File: config.mk
export PLATFORM = sky130hd
export DESIGN_NAME = term_tx_port
export DESIGN_NICKNAME = d
export VERILOG_FILES = /design/src/rtl/tx_port_pkg.sv /design/src/rtl/tx_bus_decode.sv /design/src/rtl/tx_char_buf.sv /design/src/rtl/tx_ctrl.sv /design/src/rtl/tx_status.sv /design/src/rtl/term_tx_port.sv
export SDC_FILE = /design/constraint.sdc
export NUM_CORES = 1
export LEC_CHECK = 0
export ABC_AREA = 1
export BUFFER_PORTS_ARGS = -buffer_cell sky130_fd_sc_hd__buf_2
export CAP_MARGIN = 10
export CORE_UTILIZATION = 40
export DETAILED_ROUTE_END_ITERATION = 6
export PLACE_DENSITY = 0.79
export SETUP_SLACK_MARGIN = 0.3
export SLEW_MARGIN = 5
export SYNTH_ARGS = -nofsm -noshare
export SYNTH_HDL_FRONTEND = slang
export SYNTH_SLANG_ARGS = --single-unit
File: constraint.sdc
create_clock -name clk -period 1.39 [get_ports clk]
set_clock_uncertainty 0.1 [all_clocks]
set_input_delay 0.0695 -clock clk [delete_from_list [all_inputs] [get_ports clk]]
set_output_delay 0.0695 -clock clk [all_outputs]
set_load 0.005 [all_outputs]
File: src/rtl/tx_port_pkg.sv
package tx_port_pkg;

    typedef enum logic [0:0] {
        TX_IDLE = 1'b0,
        TX_SEND = 1'b1
    } tx_state_e;

    localparam int CSR_DONE_BIT = 7;
    localparam int CSR_IE_BIT   = 6;
    localparam int SEL_BIT      = 1;
    localparam int ODD_BIT      = 0;

endpackage

File: src/rtl/tx_bus_decode.sv
module tx_bus_decode
    import tx_port_pkg::*;
#(
    parameter int ADDR_W = 2
) (
    input  logic [ADDR_W-1:0] addr,
    input  logic              byte_acc,
    input  logic              wr,
    output logic              sel_buf,
    output logic              csr_wr,
    output logic              buf_wr,
    output logic              buf_load
);

    logic odd_byte;

    always_comb begin
        sel_buf  = addr[SEL_BIT];
        odd_byte = byte_acc & addr[ODD_BIT];
        csr_wr   = wr & ~sel_buf & ~odd_byte;
        buf_wr   = wr & sel_buf;
        buf_load = wr & sel_buf & ~odd_byte;
    end

endmodule

File: src/rtl/tx_char_buf.sv
module tx_char_buf #(
    parameter int CHAR_W = 8
) (
    input  logic              clk,
    input  logic              rst_n,
    input  logic              load,
    input  logic [CHAR_W-1:0] wdata,
    input  logic              mode_full,
    output logic [CHAR_W-1:0] buf_q,
    output logic [CHAR_W-1:0] tx_data
);

    always_ff @(posedge clk or negedge rst_n) begin
        if (!rst_n) begin
            buf_q <= '0;
        end else if (load) begin
            buf_q <= wdata;
        end
    end

    generate
        if (CHAR_W > 1) begin : g_mask
            assign tx_data = mode_full ? buf_q : {1'b0, buf_q[CHAR_W-2:0]};
        end else begin : g_plain
            assign tx_data = buf_q;
        end
    endgenerate

endmodule

File: src/rtl/tx_ctrl.sv
module tx_ctrl
    import tx_port_pkg::*;
(
    input  logic clk,
    input  logic rst_n,
    input  logic start,
    input  logic sink_ready,
    output logic offer,
    output logic accept
);

    tx_state_e state_q, state_d;

    always_ff @(posedge clk or negedge rst_n) begin
        if (!rst_n) begin
            state_q <= TX_IDLE;
        end else begin
            state_q <= state_d;
        end
    end

    always_comb begin
        state_d = state_q;
        unique case (state_q)
            TX_IDLE: if (start) state_d = TX_SEND;
            TX_SEND: begin
                if (start)           state_d = TX_SEND;
                else if (sink_ready) state_d = TX_IDLE;
            end
            default: state_d = TX_IDLE;
        endcase
    end

    always_comb begin
        offer  = (state_q == TX_SEND);
        accept = offer & sink_ready;
    end

endmodule

File: src/rtl/tx_status.sv
module tx_status (
    input  logic clk,
    input  logic rst_n,
    input  logic csr_wr,
    input  logic wr_ie,
    input  logic buf_wr,
    input  logic accept,
    output logic done,
    output logic ie,
    output logic irq
);

    logic ie_eff;

    always_comb begin
        ie_eff = csr_wr ? wr_ie : ie;
    end

    always_ff @(posedge clk or negedge rst_n) begin
        if (!rst_n) begin
            done <= 1'b1;
            ie   <= 1'b0;
            irq  <= 1'b0;
        end else begin
            if (csr_wr) ie <= wr_ie;
            if (buf_wr) begin
                done <= 1'b0;
                irq  <= 1'b0;
            end else begin
                if (accept) done <= 1'b1;
                if (csr_wr && !wr_ie)                  irq <= 1'b0;
                else if (accept && ie_eff)             irq <= 1'b1;
                else if (csr_wr && wr_ie && !ie && done) irq <= 1'b1;
            end
        end
    end

endmodule

File: src/rtl/term_tx_port.sv
module term_tx_port
    import tx_port_pkg::*;
#(
    parameter int ADDR_W = 2,
    parameter int BUS_W  = 16,
    parameter int CHAR_W = 8
) (
    input  logic              clk,
    input  logic              rst_n,
    input  logic [ADDR_W-1:0] bus_addr,
    input  logic              bus_byte,
    input  logic              bus_wr,
    input  logic              bus_rd,
    input  logic [BUS_W-1:0]  bus_wdata,
    output logic [BUS_W-1:0]  bus_rdata,
    input  logic              mode_full,
    output logic [CHAR_W-1:0] tx_data,
    output logic              tx_valid,
    input  logic              tx_ready,
    output logic              irq
);

    logic              sel_buf, csr_wr, buf_wr, buf_load;
    logic              accept;
    logic              done_q, ie_q;
    logic [CHAR_W-1:0] buf_q;

    tx_bus_decode #(.ADDR_W(ADDR_W)) u_dec (
        .addr     (bus_addr),
        .byte_acc (bus_byte),
        .wr       (bus_wr),
        .sel_buf  (sel_buf),
        .csr_wr   (csr_wr),
        .buf_wr   (buf_wr),
        .buf_load (buf_load)
    );

    tx_char_buf #(.CHAR_W(CHAR_W)) u_buf (
        .clk       (clk),
        .rst_n     (rst_n),
        .load      (buf_load),
        .wdata     (bus_wdata[CHAR_W-1:0]),
        .mode_full (mode_full),
        .buf_q     (buf_q),
        .tx_data   (tx_data)
    );

    tx_ctrl u_ctrl (
        .clk        (clk),
        .rst_n      (rst_n),
        .start      (buf_wr),
        .sink_ready (tx_ready),
        .offer      (tx_valid),
        .accept     (accept)
    );

    tx_status u_stat (
        .clk    (clk),
        .rst_n  (rst_n),
        .csr_wr (csr_wr),
        .wr_ie  (bus_wdata[CSR_IE_BIT]),
        .buf_wr (buf_wr),
        .accept (accept),
        .done   (done_q),
        .ie     (ie_q),
        .irq    (irq)
    );

    always_comb begin
        bus_rdata = '0;
        if (bus_rd) begin
            if (sel_buf) begin
                bus_rdata[CHAR_W-1:0] = buf_q;
            end else begin
                bus_rdata[CSR_DONE_BIT] = done_q;
                bus_rdata[CSR_IE_BIT]   = ie_q;
            end
        end
    end

endmodule

### Word-level counts from Yosys, hierarchy flattened

Index checks and enable logic that the tools add are counted.

* bitwise logic cells: 9
* muxes and demuxes: 15
* reductions and logical operators: 9

Operators with widths (count)
* $mux 8: 2
* $mux 1: 10
* $and 1x1->1: 6
* $mux 6: 1
* $logic_and 1x1->1: 5
* $reduce_bool 4->1: 1
* $not 1->1: 3
* $logic_not 1->1: 2
* $mux 2: 1
* $pmux 1 s2: 1
* $reduce_bool 2->1: 1

* input bits: 25
* logic and storage cells: 38
* flip-flop bits (word level): 12
* output and inout bits: 26

### Depth between registers and ports, before layout

* word-level depth: 10
* mapped depth: 5
* gate-level depth less buffers: 5

### By module

From an unflattened synthesis, not the netlist that was laid out.

* cell total of the unflattened synthesis: 110
* area total of the unflattened synthesis: 748.2 µm²

Modules (own cells, without submodules)
* tx_char_buf: instances 1, cells each 43, sequential area each 200.2 µm², area an instance 365.4 µm²
* term_tx_port: instances 1, cells each 32, sequential area each 0.0 µm², area an instance 152.6 µm²
* tx_status: instances 1, cells each 19, sequential area each 76.3 µm², area an instance 142.6 µm²
* tx_ctrl: instances 1, cells each 7, sequential area each 25.0 µm², area an instance 47.5 µm²
* tx_bus_decode: instances 1, cells each 9, sequential area each 0.0 µm², area an instance 40.0 µm²

### Worst setup path before layout

OpenSTA, ideal clock, no wires.

* kind: register to register
* start point: register u_stat.done
* end point: register u_stat.irq
* stages on the path, launching flop included: 5
* path slack: 388 ps
* path buffers: 0
* data required time: 1213 ps
* arrival time: 825 ps
* cell sequence: dfstp_2 > nand3_1 > nor2_1 > nor2_1 > a21oi_1

* word-level cells in the longest chain between the ends: 2

Ends and longest elaborated chain
* from (decl): line tx_status.sv:8 `output logic done,`
* from (signal assigned): line tx_status.sv:21 `done <= 1'b1;`
* from (signal assigned): line tx_status.sv:27 `done <= 1'b0;`
* from (signal assigned): line tx_status.sv:30 `if (accept) done <= 1'b1;`
* $logic_and 1x1->1: line tx_status.sv:33 `else if (csr_wr && wr_ie && !ie && done) irq <= 1'b1;`
* $reduce_bool 4->1 (no line)
* to (signal assigned): line tx_status.sv:31 `if (csr_wr && !wr_ie) irq <= 1'b0;`
* to (signal assigned): line tx_status.sv:32 `else if (accept && ie_eff) irq <= 1'b1;`
* to (signal assigned): line tx_status.sv:33
* to (decl): line tx_status.sv:10 `output logic irq`

Every way passes these cells.
A chain may end at the register's enable or synchronous reset.

### Worst setup path in the final report

* start point: register u_stat.done
* end point: output port bus_rdata[7]

* word-level cells in the longest chain between the ends: 2

Ends and longest elaborated chain
* $mux 2: line term_tx_port.sv:72 `if (sel_buf) begin`
* $mux 8: line term_tx_port.sv:71 `if (bus_rd) begin`
* to (decl): line term_tx_port.sv:15 `output logic [BUS_W-1:0] bus_rdata,`

Every way passes these cells.

==> results <==
- The flow ran to the end, and the final reports show no timing, DRC or antenna violations.
- The total die area is approximately 2000 um^2.
- The number of max-slew violations in the final report came to 0.
- Summing the areas of all compound-gate instances in the mapped netlist gives approximately 14% of the synthesized area.
- Across all layers, the routed design uses 721 vias.
- The number of antenna repair diodes is 0.
- The clock tree from TritonCTS is done.
- The number of global-route vias before repair was between 600 and 700.
- The total power density per cell area is 995.1 nW/um^2.
- By area, the combinational part of the netlist is dominated by buffers and inverters.
- By startpoint and endpoint, the worst setup path is classified as reg -> out.
- The total iterations of the first detailed-routing run is 4.
- The count of mapped cells out of synthesis is 90.
- In this run the cell area of the synthesized design comes to 726.9 um^2.
- Setup repair after global routing could not meet its margin everywhere.
- The hold-critical path depth is 3.
- CTS saw 12 sinks.
- The tree is rooted in a clkbuf_4.
- The area growth from synthesis to layout is 42.17%.
- Setup violations remaining at the end of the flow were counted as 0.
- The wire-length estimate of the detail-placed layout is 1.151 mm.
- The effective utilization at floorplan is about 43%.
- In the global route stage, overall resource usage came out at between 10% and 20%.
- For this run the aggregate overflow at the end of global routing stands at 0.
- Total power for the finished layout comes to approximately 1000 uW.
- The number of cells in the design after placement is 140.
- The number of cells on the worst reg-to-reg path is 5.
- The CTS buffer count is 3.
- Of the total synthesized cell area, the portion taken by full adders, half adders and majority gates is 0%.
- During I/O placement, the number of pins put on the boundary was 51.
- The max capacitance violation total is 0.
- The setup TNS after final layout is 0 ns.
- The xor/xnor share of the synthesized area is 0%.
- The total wire length is 1.850 mm.
- The number of distinct standard cells referenced by the synthesized netlist is 15.
- The number of non-filler instances in the completed layout is 160.
- The hold violation total from the final report is 0.
- The proportion of synthesized area in mux cells is 0%.
- The horizontal extent of the die is ~45 um.
- The number of warnings issued by yosys is 0.
- The share of post-route cells with drive strength above 1 is 46.67%.
- The average instance in the mapped netlist occupies ~8 um^2.
- Entering global routing, the biggest net connects 17 pins.
- Walking the worst path, the cells encountered are o21ai_2, nor2_1, buf_2.
- The first global-routing pass estimated between 2 and 3 mm of wire.
- STA puts the critical path data arrival time at about 1.1 ns.
- After the first detailed-routing iteration, the DRC count stood at 12.
- STA classifies the critical path startpoint as a register.
- At the worst endpoint, the required time is around 1.2 ns.
- At the later pin of the worst-skew pair, clock insertion delay measures about 0.27 ns.
- The clock slew at the register clock pins of the worst setup and hold paths is roughly 0.080 ns.
- The routed design could run at a clock period as short as roughly 1.3 ns.
- The synthesized netlist devotes around 20% of its cell area to simple gates.
- In this design, the stage delay of the slowest critical-path cell is ~0.56 ns.
- The path class of the tightest hold or removal check is in -> reg.
- STA classifies the critical path endpoint as an output port.
- The die is ~45 um tall.
- The post-route cell area is a little over 1000 um^2.
- The final core area utilization is 60.51%.
- The count of nets left with antenna violations after detail routing is 0.
- In the layout the commonest cells are buf_2 (33), nor2_1 (16), dfrtp_1 (11), dlygate4sd3_1 (10).
- In this run the number of H-tree levels came out at 1.
- The library cell used most frequently in the layout, excluding fill and tap cells, is buf_2.
- In this run the standard cell core region covers about 1700 um^2.
- Of the available clock period, the critical path in the final layout requires slightly above 90%.
- The DRC violation count after routing is 0.
- In this run the worst path has a maximum fanout of 3.
- The longest clock path from root to sink contains 2 buffers.
- The number of antenna violations at the first check in global routing came to 0.
- Summing all placed instances gives a cell area of 830.8 um^2.
- Summed over all cells, the static leakage comes to between 0.0005 and 0.0006 uW.
- IR analysis of the VDD net gives a maximum drop of between 0.0005 and 0.0006 V.
- Summing the sequential cell areas from Yosys gives about 41% of the chip area.
- In this run, synthesis produced a sequential element count of 12.
- Timing would allow up to 771.6 MHz.
- Counting buffers and inverters, the worst setup path is 3 cells deep.
- The congestion estimate from routability-driven global placement came to 0.7775.
- The site row count is 15.
- The routed wire length per instance is 11.56 um.
- The cell with the largest stage delay on the worst path is dfstp_2.
- The net count of the finished layout is roughly 160.
- The buffering stage count on the worst path with inverters included is 1.
- Input and output buffers added on the ports amount to 34.
- The largest delay contributor family on the critical path is flip-flops.
- Dividing the detail-routed via count by the number of cells gives between 4 and 5.
## layout make-up
cell class                      count  area [um^2]
Inverter                           15        56.30
Fill cell                         148        674.4
Sequential cell                    12        301.5
Multi-Input combinational cell     54        282.8
Tap cell                           25        31.28
Clock buffer                        4        36.28
Timing Repair Buffer               50        325.3
## path summary, 6_finish.rpt
path	startpoint	endpoint	slack [ns]
setup / recovery	u_stat.done$_DFFE_PN1P_	bus_rdata[7]	0.09
min in group asynchronous	rst_n	u_buf.buf_q[0]$_DFFE_PN0P_	0.10
setup reg to reg	u_stat.done$_DFFE_PN1P_	u_stat.irq$_DFFE_PN0P_	0.21
hold reg to reg	u_buf.buf_q[0]$_DFFE_PN0P_	u_buf.buf_q[0]$_DFFE_PN0P_	0.43
hold / removal	bus_wr	u_ctrl.offer$_DFF_PN0_	0.03
max in group asynchronous	rst_n	u_stat.done$_DFFE_PN1P_	0.82
## synthesized netlist by cell type, drive strengths merged
cell type / count / share of area, %
nand3: 5 / 5.2
buf: 16 / 17
a21oi: 8 / 8.6
o21ai: 6 / 5.2
inv: 15 / 7.7
and2: 1 / 0.86
dfstp: 1 / 3.6
conb: 1 / 0.52
nand2: 9 / 4.6
nor2: 17 / 8.8
dfrtp: 11 / 38
## routing by layer
metal / global-route usage, % / vias to the layer above / share of wire [%]
li1: - / 341 / -
met1: 19.02 / 335 / 39
met2: 33.82 / 37 / 53
met3: 3.673 / 8 / 6.5
met4: 9.091 / 0 / 2.1
met5: 0 / - / 0
## through the flow
| step | hold WS [ns] | setup slack [ns] |
|---|---|---|
| after floorplan | -0.3261 | 0.3876 |
| after global placement | -0.1409 | 0.3494 |
| after detailed placement | -0.1376 | 0.3248 |
| after CTS | 0.03061 | 0.1121 |
| after global routing | 0.06400 | 0.06138 |
| final | 0.03485 | 0.09392 |
## cell families after synthesis
logic type             Yosys count
AND/OR/NAND/NOR                 32
other                            1
flip-flops                      12
buffers and inverters           31
AO/OA/AOI/OAI                   14
## registers in the layout (all words and copies together) (netlist names)
| signal | cells |
|---|---|
| u_stat.done | 1 |
| u_buf.buf_q | 8 |
| u_stat.irq | 1 |
| u_ctrl.offer | 1 |
| u_stat.ie | 1 |
## tightest hold or removal path: stages
cell	delay (ns)
buf_2	0.14
nand2_1	0.09
o21ai_0	0.07
## timing repair
action | in CTS | in global routing
buffers inserted | 1 | 5
endpoints found under the hold margin | 21 | 0
endpoints found under the setup margin | 4 | 11
resized for setup | 5 | 8
hold buffers | 10 | 0
pin swaps | 3 | 7
## where the power goes
group / total (uW) / leakage (uW) / switching [uW] / internal [uW]
sequential: 438 / 0.000136 / 34.9 / 403
clock: 279 / 0.0000210 / 120 / 159
combinational: 312 / 0.000423 / 150 / 161
total: 1030 / 0.000581 / 305 / 724
(Power assumes the default switching activity.)
